## src/rtl/dma_stream_pkg.sv

```systemverilog
package dma_stream_pkg;
    typedef enum logic [2:0] {
        SEL_CTRL  = 3'd0,
        SEL_COUNT = 3'd1,
        SEL_PADDR = 3'd2,
        SEL_MEM0  = 3'd3,
        SEL_MEM1  = 3'd4
    } reg_sel_e;

    typedef enum logic [1:0] {
        ST_IDLE    = 2'd0,
        ST_RUN     = 2'd1,
        ST_DRAINED = 2'd2
    } stream_state_e;

    localparam int CTRL_EN   = 0;
    localparam int CTRL_CIRC = 1;
    localparam int CTRL_DBUF = 2;
    localparam int CTRL_TGT  = 3;
    localparam int CTRL_W    = 4;
endpackage

```

## src/rtl/stream_fsm.sv

```systemverilog
module stream_fsm
    import dma_stream_pkg::*;
(
    input  logic                clk,
    input  logic                rst_n,
    input  logic                ctrl_wr,
    input  logic [CTRL_W-1:0]   ctrl_bits,
    input  logic                xfer_done,
    input  logic                last_item,
    input  logic                prog_zero,
    output stream_state_e       state,
    output logic                start,
    output logic                xfer_take,
    output logic                reload,
    output logic                dbuf,
    output logic                target
);
    stream_state_e state_nx;
    logic          circ;
    logic          stop_req;
    logic          finish;

    always_comb begin
        stop_req  = ctrl_wr && !ctrl_bits[CTRL_EN];
        start     = (state == ST_IDLE) && ctrl_wr && ctrl_bits[CTRL_EN];
        xfer_take = (state == ST_RUN) && xfer_done && !stop_req;
        reload    = circ || dbuf;
        finish    = xfer_take && last_item;
    end

    always_comb begin
        state_nx = state;
        unique case (state)
            ST_IDLE: begin
                if (start) state_nx = prog_zero ? ST_DRAINED : ST_RUN;
            end
            ST_RUN: begin
                if (stop_req)              state_nx = ST_IDLE;
                else if (finish && !reload) state_nx = ST_DRAINED;
            end
            ST_DRAINED: begin
                if (stop_req) state_nx = ST_IDLE;
            end
            default: state_nx = ST_IDLE;
        endcase
    end

    always_ff @(posedge clk or negedge rst_n) begin
        if (!rst_n) state <= ST_IDLE;
        else        state <= state_nx;
    end

    always_ff @(posedge clk or negedge rst_n) begin
        if (!rst_n) begin
            circ   <= 1'b0;
            dbuf   <= 1'b0;
            target <= 1'b0;
        end else if (state == ST_IDLE && ctrl_wr) begin
            circ   <= ctrl_bits[CTRL_CIRC];
            dbuf   <= ctrl_bits[CTRL_DBUF];
            target <= ctrl_bits[CTRL_TGT];
        end else if (finish && dbuf) begin
            target <= ~target;
        end
    end

    p_modes_locked_r12: assert property (@(posedge clk) disable iff (!rst_n)
        (state != ST_IDLE && !finish) |=> $stable(target));
    p_finish_leaves_run_r5: assert property (@(posedge clk) disable iff (!rst_n)
        (finish && !reload) |=> (state == ST_DRAINED));
endmodule

```

## src/rtl/stream_counter.sv

```systemverilog
module stream_counter #(
    parameter int CNT_W = 16
) (
    input  logic             clk,
    input  logic             rst_n,
    input  logic             count_wr,
    input  logic [CNT_W-1:0] count_data,
    input  logic             start,
    input  logic             xfer_take,
    input  logic             reload,
    input  logic             enabled,
    output logic [CNT_W-1:0] remaining,
    output logic             last_item,
    output logic             prog_zero,
    output logic             half_pulse,
    output logic             done_pulse
);
    localparam logic [CNT_W-1:0] ONE = CNT_W'(1);

    logic [CNT_W-1:0] prog;
    logic [CNT_W-1:0] half_mark;
    logic [CNT_W-1:0] next_rem;

    always_comb begin
        last_item = (remaining == ONE);
        prog_zero = (prog == '0);
        half_mark = prog >> 1;
        next_rem  = remaining - ONE;
    end

    always_ff @(posedge clk or negedge rst_n) begin
        if (!rst_n) begin
            prog      <= '0;
            remaining <= '0;
        end else if (count_wr) begin
            prog      <= count_data;
            remaining <= count_data;
        end else if (start) begin
            remaining <= prog;
        end else if (xfer_take) begin
            remaining <= (last_item && reload) ? prog : next_rem;
        end
    end

    always_ff @(posedge clk or negedge rst_n) begin
        if (!rst_n) begin
            half_pulse <= 1'b0;
            done_pulse <= 1'b0;
        end else begin
            half_pulse <= xfer_take && (prog > ONE) && (next_rem == half_mark);
            done_pulse <= xfer_take && last_item;
        end
    end

    p_prog_locked_r3: assert property (@(posedge clk) disable iff (!rst_n)
        enabled |=> $stable(prog));
    p_step_down_r4: assert property (@(posedge clk) disable iff (!rst_n)
        (xfer_take && remaining > ONE) |=> (remaining == $past(remaining) - ONE));
    p_done_at_zero_r5: assert property (@(posedge clk) disable iff (!rst_n)
        done_pulse |-> (remaining == '0 || reload));
    p_half_mark_r8: assert property (@(posedge clk) disable iff (!rst_n)
        (half_pulse && !reload) |-> (remaining == half_mark));
endmodule

```

## src/rtl/stream_addr_regs.sv

```systemverilog
module stream_addr_regs
    import dma_stream_pkg::*;
#(
    parameter int ADDR_W = 32
) (
    input  logic              clk,
    input  logic              rst_n,
    input  logic              wr_en,
    input  logic [2:0]        wr_sel,
    input  logic [ADDR_W-1:0] wr_data,
    input  logic              enabled,
    input  logic              dbuf,
    input  logic              target,
    output logic [ADDR_W-1:0] periph_addr,
    output logic [ADDR_W-1:0] mem_addr [2]
);
    always_ff @(posedge clk or negedge rst_n) begin
        if (!rst_n)                                          periph_addr <= '0;
        else if (wr_en && wr_sel == SEL_PADDR && !enabled)   periph_addr <= wr_data;
    end

    for (genvar b = 0; b < 2; b++) begin : g_bank
        localparam reg_sel_e BANK_SEL = (b == 0) ? SEL_MEM0 : SEL_MEM1;
        logic open_now;
        always_comb open_now = !enabled || (dbuf && (target != b[0]));
        always_ff @(posedge clk or negedge rst_n) begin
            if (!rst_n)                                     mem_addr[b] <= '0;
            else if (wr_en && wr_sel == BANK_SEL && open_now) mem_addr[b] <= wr_data;
        end
        p_bank_guard_r10: assert property (@(posedge clk) disable iff (!rst_n)
            (enabled && !(dbuf && target != b[0])) |=> $stable(mem_addr[b]));
    end

    p_periph_locked_r9: assert property (@(posedge clk) disable iff (!rst_n)
        enabled |=> $stable(periph_addr));
endmodule

```

## src/rtl/dma_stream_ctx.sv

```systemverilog
module dma_stream_ctx
    import dma_stream_pkg::*;
#(
    parameter int CNT_W  = 16,
    parameter int DATA_W = 32
) (
    input  logic              clk,
    input  logic              rst_n,
    input  logic              wr_en,
    input  logic [2:0]        wr_sel,
    input  logic [DATA_W-1:0] wr_data,
    input  logic              xfer_done,
    output logic [DATA_W-1:0] remaining,
    output logic              stream_on,
    output logic              cur_target,
    output logic              serve_ok,
    output logic              half_pulse,
    output logic              done_pulse,
    output logic [DATA_W-1:0] periph_addr,
    output logic [DATA_W-1:0] mem0_addr,
    output logic [DATA_W-1:0] mem1_addr,
    output logic [DATA_W-1:0] active_mem_addr
);
    stream_state_e    state;
    logic             start, xfer_take, reload, dbuf;
    logic             last_item, prog_zero;
    logic             ctrl_wr, count_wr;
    logic [CNT_W-1:0] rem_cnt;
    logic [DATA_W-1:0] banks [2];

    always_comb begin
        stream_on       = (state != ST_IDLE);
        serve_ok        = (state == ST_RUN);
        ctrl_wr         = wr_en && (wr_sel == SEL_CTRL);
        count_wr        = wr_en && (wr_sel == SEL_COUNT) && !stream_on;
        remaining       = DATA_W'(rem_cnt);
        mem0_addr       = banks[0];
        mem1_addr       = banks[1];
        active_mem_addr = cur_target ? banks[1] : banks[0];
    end

    stream_fsm u_fsm (
        .clk       (clk),
        .rst_n     (rst_n),
        .ctrl_wr   (ctrl_wr),
        .ctrl_bits (wr_data[CTRL_W-1:0]),
        .xfer_done (xfer_done),
        .last_item (last_item),
        .prog_zero (prog_zero),
        .state     (state),
        .start     (start),
        .xfer_take (xfer_take),
        .reload    (reload),
        .dbuf      (dbuf),
        .target    (cur_target)
    );

    stream_counter #(.CNT_W(CNT_W)) u_cnt (
        .clk        (clk),
        .rst_n      (rst_n),
        .count_wr   (count_wr),
        .count_data (wr_data[CNT_W-1:0]),
        .start      (start),
        .xfer_take  (xfer_take),
        .reload     (reload),
        .enabled    (stream_on),
        .remaining  (rem_cnt),
        .last_item  (last_item),
        .prog_zero  (prog_zero),
        .half_pulse (half_pulse),
        .done_pulse (done_pulse)
    );

    stream_addr_regs #(.ADDR_W(DATA_W)) u_addr (
        .clk         (clk),
        .rst_n       (rst_n),
        .wr_en       (wr_en),
        .wr_sel      (wr_sel),
        .wr_data     (wr_data),
        .enabled     (stream_on),
        .dbuf        (dbuf),
        .target      (cur_target),
        .periph_addr (periph_addr),
        .mem_addr    (banks)
    );

    p_serve_nonzero_r13: assert property (@(posedge clk) disable iff (!rst_n)
        serve_ok |-> (rem_cnt != '0));
    p_idle_ignores_r4: assert property (@(posedge clk) disable iff (!rst_n)
        (!serve_ok && !count_wr && !start) |=> $stable(rem_cnt));
    p_pulses_exclusive_r8: assert property (@(posedge clk) disable iff (!rst_n)
        $onehot0({half_pulse, done_pulse}));
endmodule

```

## config.mk

```make
export PLATFORM = sky130hd
export DESIGN_NAME = dma_stream_ctx
export DESIGN_NICKNAME = d
export VERILOG_FILES = /design/src/rtl/dma_stream_pkg.sv /design/src/rtl/stream_fsm.sv /design/src/rtl/stream_counter.sv /design/src/rtl/stream_addr_regs.sv /design/src/rtl/dma_stream_ctx.sv
export SDC_FILE = /design/constraint.sdc
export NUM_CORES = 1
export LEC_CHECK = 0
export BUFFER_PORTS_ARGS = -buffer_cell sky130_fd_sc_hd__buf_2
export CAP_MARGIN = 20
export CORE_MARGIN = 1.5
export CORE_UTILIZATION = 32
export DETAILED_ROUTE_END_ITERATION = 8
export PLACE_DENSITY = 0.51
export SETUP_SLACK_MARGIN = 0.4
export SYNTH_ARGS = -nofsm -noshare
export SYNTH_HDL_FRONTEND = slang
export SYNTH_SLANG_ARGS = --single-unit
```

## constraint.sdc

```tcl
create_clock -name clk -period 2.93 [get_ports clk]
set_input_delay 0.1465 -clock clk [delete_from_list [all_inputs] [get_ports clk]]
set_output_delay 0.1465 -clock clk [all_outputs]
set_load 0.005 [all_outputs]
```

# Word level (Yosys, flattened, before mapping)
# Index checks and enable logic that the tools add are counted.
op_classes:
  add_sub_neg: 1
  n_lt_le_gt_ge: 1
  eq_ne: 11
  mux: 13
  bitwise: 1
  n_reduce_logical: 36
op_table:
  columns: ["operator", "n"]
  rows:
  - ["16-bit two-way mux", 4]
  - ["32-bit two-way mux", 1]
  - ["1-bit logical AND", 22]
  - ["16-bit by 1-bit equality test with 1-bit output (second input constant)", 1]
  - ["16-bit by 15-bit equality test with 1-bit output", 1]
  - ["16-bit by 1-bit greater-than comparator with 1-bit output (second input constant)", 1]
  - ["16-bit zero test", 1]
  - ["16-bit by 1-bit subtractor with 16-bit output (second input constant)", 1]
  - ["2-bit two-way mux", 5]
  - ["3-bit by 2-bit equality test with 1-bit output (second input constant)", 2]
  - ["2-bit one-hot mux with 3 select lines", 1]
  - ["1-bit zero test", 4]
  - ["2-bit nonzero test", 2]
  - ["3-bit by 1-bit equality test with 1-bit output (second input constant)", 1]
  - ["3-bit equality test (second input constant)", 1]
  - ["3-bit zero test", 1]
  - ["1-bit logical OR", 3]
  - ["3-bit by 1-bit != test with 1-bit output (second input constant)", 1]
  - ["3-bit AND reduction", 1]
  - ["3-bit nonzero test", 1]
  - ["2-bit by 1-bit equality test with 1-bit output (second input constant)", 1]
  - ["2-bit equality test (second input constant)", 1]
  - ["2-bit zero test", 1]
  - ["1-bit two-way mux", 2]
  - ["other kinds (3)", 3]
totals:
  ff_bits: 135
  input_bits: 39
  out_inout_bits: 165
  word_cells: 74

# Longest topological paths before layout
logic_depth:
  depth_word: 10
  depth_mapped: 10
  depth_no_buf: 8

# Modules after synthesis
# Synthesis repeated with hierarchy kept, for this count alone.
unflattened:
  cells_unflattened: 530
  hier_area_um2: 6937.9
modules_own_cells:
  columns: ["module", "instances", "cells_each", "area_per_inst_um2", "seq_area_each_um2"]
  rows:
  - ["stream_addr_regs", 1, 209, 3767.4, 2402.3]
  - ["stream_counter", 1, 235, 2162.1, 850.8]
  - ["dma_stream_ctx", 1, 58, 706.9, 0.0]
  - ["stream_fsm", 1, 28, 301.5, 125.1]

# Worst setup path before layout
# No wires, ideal clock.
synth_path:
  path_kind: "flip-flop to flip-flop"
  from: "register u_cnt.remaining[0]"
  to: "register u_cnt.half_pulse"
  setup_ns: 0.101
  t_arrival_ns: 2.488
  t_required_ns: 2.829
  setup_slack_ns: 0.341
  stages_incl_launch_ff: 10
  n_path_buf: 1
  synth_period_minus_slack_ns: 2.589
  path_cell_list: "dfrtp_1 > clkbuf_1 > inv_1 > ha_1 > or3b_2 > nor4_1 > xnor2_1 > xnor2_1 > a2111o_1 > nor4_1"
synth_between:
  elab_chain_len: 3
synth_rtl:
  columns: ["element", "line_no", "source"]
  rows:
  - ["start: declaration", "stream_counter.sv:12", "output logic [CNT_W-1:0] remaining,"]
  - ["start signal: assignment", "stream_counter.sv:37", "remaining <= count_data;"]
  - ["start signal: assignment", "stream_counter.sv:39", "remaining <= prog;"]
  - ["start signal: assignment", "stream_counter.sv:41", "remaining <= (last_item && reload) ? prog : next_rem;"]
  - ["16-bit by 1-bit subtractor with 16-bit output", "stream_counter.sv:28", "next_rem = remaining - ONE;"]
  - ["16-bit by 15-bit equality test with 1-bit output", "stream_counter.sv:50", "half_pulse <= xfer_take && (prog > ONE) && (next_rem == half_mark);"]
  - ["1-bit logical AND", "stream_counter.sv:50", null]
  - ["end signal: assignment", "stream_counter.sv:50", null]
  - ["end: declaration", "stream_counter.sv:15", "output logic half_pulse,"]
# Every way passes these cells.
# A chain may end at the register's enable or synchronous reset.

# Worst setup path after layout
layout_path:
  from: "register u_cnt.remaining[1]"
  to: "register u_cnt.half_pulse"
# The elaborated chain is that of the path after synthesis.

==> impl_metrics.py <==
metrics = {
    "clocking": {
        "cts_tree": "yes",
        "clock_path_buffers": 2,
        "path_clk_slew_ps": 60,
        "worstSkewPairLatency_ps": 420,
        "cts_buffers": 17,
        "cts_root_buf": "clkbuf_16",
        "cts.sinks": 135,
        "cts.htree.levels": 4,
    },
    "logic_synthesis": {
        "ys_seq_area_frac": 0.5156,
        "synthCells": 552,
        "synth_seq_cells": 135,
        "yosysWarnings": 0,
        "synth_edf_count": 0,
        "syn_area_per_cell_um2": 11.87,
        "synthArstFlopShare": 1.000,
        "ys.flop_type": "dfrtp_1",
        "syn_area_um2": 6553,
        "ys_types": 55,
    },
    "timing": {
        "finalCritPeriodShare": 0.8663,
        "fin_ws_ps": 391.7,
        "holdWs_ps": 21.94,
        "relSlewSlack": 0.5657,
        "setup-tns-final_ps": 0,
        "fmax_ghz": 0.3940,
        "tightest_slew_ps": 651.4,
        "rsz0062_at_grt": "true",
        "finalHoldViolCount": 0,
        "setup_violations": 0,
        "finClkSkew_ps": 8.974,
        "maxSlewViolCount": 0,
        "period_needed_ps": 2538,
    },
    "place": {
        "place.gp.congestion": 0.8368,
        "portBuffers": 187,
        "dp_hpwl_um": 13480,
        "placement.setup.worst_slack_ps": 286.0,
        "post-place-cells": 1002,
    },
    "floorplan": {
        "rows": 52,
        "dieArea_um2": 21340,
        "core-area_um2": 20170,
        "ios": 204,
        "dieWidth_um": 146.1,
        "die_h_um": 146.1,
        "initial_core_util": 0.3249,
    },
    "setup_path": {
        "cpMostUsedCell": "or4_4",
        "worstSetupEndpointType": "flop",
        "crit_family": "simple AND/OR/NAND/NOR gates",
        "cp_max_fo": 6,
        "reg2reg_from": "u_cnt.remaining[1]$_DFFE_PN0P_",
        "crit_required_ps": 3260,
        "worst-path-buf-inv": 1,
        "path_class": "flop to flop",
        "startpoint": "u_cnt.remaining[1]$_DFFE_PN0P_",
        "crit_chain": "buf_4, or4_4, or4_4, xor2_2, xnor2_1, a2111o_1, nor4_2",
        "cp.arrival_ps": 2870,
        "start_kind": "flop",
        "slowest_stage": "or4_4",
        "cp_slowest_stage_delay_ps": 580,
    },
    "final_layout": {
        "antenna_cells": 0,
        "drive_above_1_share": 0.5227,
        "fillCellCount": 1958,
        "layoutNonFillerInstCount": 1062,
        "synthToLayoutAreaGrowth_pct": 35.90,
        "nNetsFinal": 821,
    },
    "drt": {
        "totalWireLength_um": 18830,
        "wl_per_cell_um": 17.73,
        "postRouteAntennaNets": 0,
        "vias": 5240,
        "drt-vias-per-instance": 4.934,
        "dr.pass1.iters": 5,
        "drc": 0,
        "drtIter0Drc": 268,
    },
    "global_route": {
        "grt_pass1_wl_um": 29790,
        "antenna_found_initial": 0,
        "overflow": 0,
        "grt_usage": 0.1796,
        "grt_max_degree": 72,
        "grt_pass1_vias": 5319,
    },
    "hold_path": {
        "hp-start": "wr_data[5]",
        "hold_path.class": "input pin to flop",
    },
    "status": {
        "status": "finished, final reports clean",
    },
    "job": {
        "cap_violations": 0,
    },
    "power": {
        "power_density_nw_per_um2": 1130,
        "ir_drop_uv": 473.8,
        "p_leak_nw": 4.183,
    },
}
-- path summary, 6_finish.rpt --
kind | cells past startpoint | slack, ps | to
setup / recovery | 7 | 390 | u_cnt.half_pulse$_DFF_PN0_
hold / removal | 3 | 20 | u_cnt.prog[5]$_DFFE_PN0P_
setup reg to reg | 7 | 390 | u_cnt.half_pulse$_DFF_PN0_
hold reg to reg | 1 | 500 | u_addr.periph_addr[6]$_DFFE_PN0P_
max in group asynchronous | 3 | 1800 | u_addr.mem_addr[59]$_DFFE_PN0P_
min in group asynchronous | 2 | 260 | u_cnt.remaining[10]$_DFFE_PN0P_
-- worst register-to-register path: stages (launching register included) --
cell and delay, ps:
dfrtp_1 390, buf_4 170, or4_4 580, or4_4 460, xor2_2 180, xnor2_1 130, a2111o_1 310, nor4_2 240
-- repair_timing --
| action | in CTS | in global routing |
|---|---|---|
| pin swaps | 3 | 7 |
| cloned | 0 | 2 |
| resized for setup | 10 | 23 |
| buffers inserted | 3 | 2 |
| endpoints found under the hold margin | 117 | 0 |
| hold buffers | 22 | 0 |
| endpoints found under the setup margin | 14 | 17 |
-- cell usage in the layout (no fill, tap or decap), drive strengths merged, types with 2 or more instances in the layout --
master	instances
nor2b	2
dlygate4sd3	22
xnor2	18
a211o	8
clkinvlp	3
a222oi	2
or2	2
a211oi	6
o311ai	2
nand4	5
nor4	8
or4	6
buf	217
or3	5
conb	16
clkinv	5
ha	2
nand3b	4
mux2	130
inv	4
a221o	5
or4b	2
dfrtp	135
bufinv	3
nor2	27
o21a	3
o211ai	3
nor3	10
o21ai	11
clkbuf	21
and3	3
nand2	62
xor2	9
nand3	10
a21oi	5
-- power breakdown --
group / switching (mW) / total, mW / internal (mW)
clock network: 0.813 / 2.21 / 1.40
logic: 1.90 / 4.25 / 2.34
registers: 0.829 / 3.61 / 2.78
-- Yosys cell counts, drive strengths merged, types with 8 or more instances --
master  count  area share
a211o       8       0.011
buf        24       0.028
clkbuf     23       0.013
dfrtp     135        0.52
mux2      130        0.22
nand2      62       0.036
nand3      10      0.0076
nor2       27       0.016
nor3       10      0.0076
nor4        8      0.0076
o21ai      11      0.0084
xnor2      18       0.024
xor2        9       0.012
-- cell type report --
class / instances / area [µm²] / area share
sequential: 135 / 3381 / 0.3797
inverter: 4 / 15.01 / 0.001686
timing repair buffer: 240 / 1450 / 0.1628
multi-input combinational: 382 / 3105 / 0.3487
clock inverter: 11 / 148.9 / 0.01672
clock buffer: 20 / 466.7 / 0.05241
tap: 270 / 337.8 / 0.03794
-- sequential cells by signal, indices dropped and copies added (netlist names) --
| signal | flops |
|---|---|
| u_cnt.done_pulse | 1 |
| u_addr.mem_addr | 64 |
| u_cnt.prog | 16 |
| u_fsm.state | 2 |
| u_fsm.circ | 1 |
| u_addr.periph_addr | 32 |
| u_cnt.remaining | 16 |
| u_cnt.half_pulse | 1 |
| u_fsm.target | 1 |
| u_fsm.dbuf | 1 |
-- cells by family (layout without fill, tap and decap cells) --
kind of cell,count (synthesis),count (layout),synth area share
and+or+nand+nor,153,153,0.1148
DFF,135,135,0.5156
muxes,131,131,0.2249
AOI/OAI and AO/OA,52,53,0.06110
buffers and inverters,51,275,0.04315
xor gates and xnor gates,27,27,0.03609
adders and majority gates,2,2,0.003818
other,1,16,0.0005723
-- layer usage --
metal	global-route usage	up-vias	part of all wire
li1	-	2396	-
met2	0.2895	183	0.48
met4	0.06010	0	0.017
met5	0	-	0
met1	0.2349	2635	0.44
met3	0.04750	26	0.058
-- through the flow --
stage / utilization / power, mW / instance area, µm²
CTS: 0.4344 / 10.06 / 8761
detailed placement: 0.3898 / 7.700 / 7863
floorplan: - / 5.706 / 6626
finish: 0.4415 / 10.07 / 8905
global route: 0.4415 / 10.73 / 8905
global placement: 0.3898 / 7.670 / 7863
Note: power is estimated with default switching activity, not from simulation.
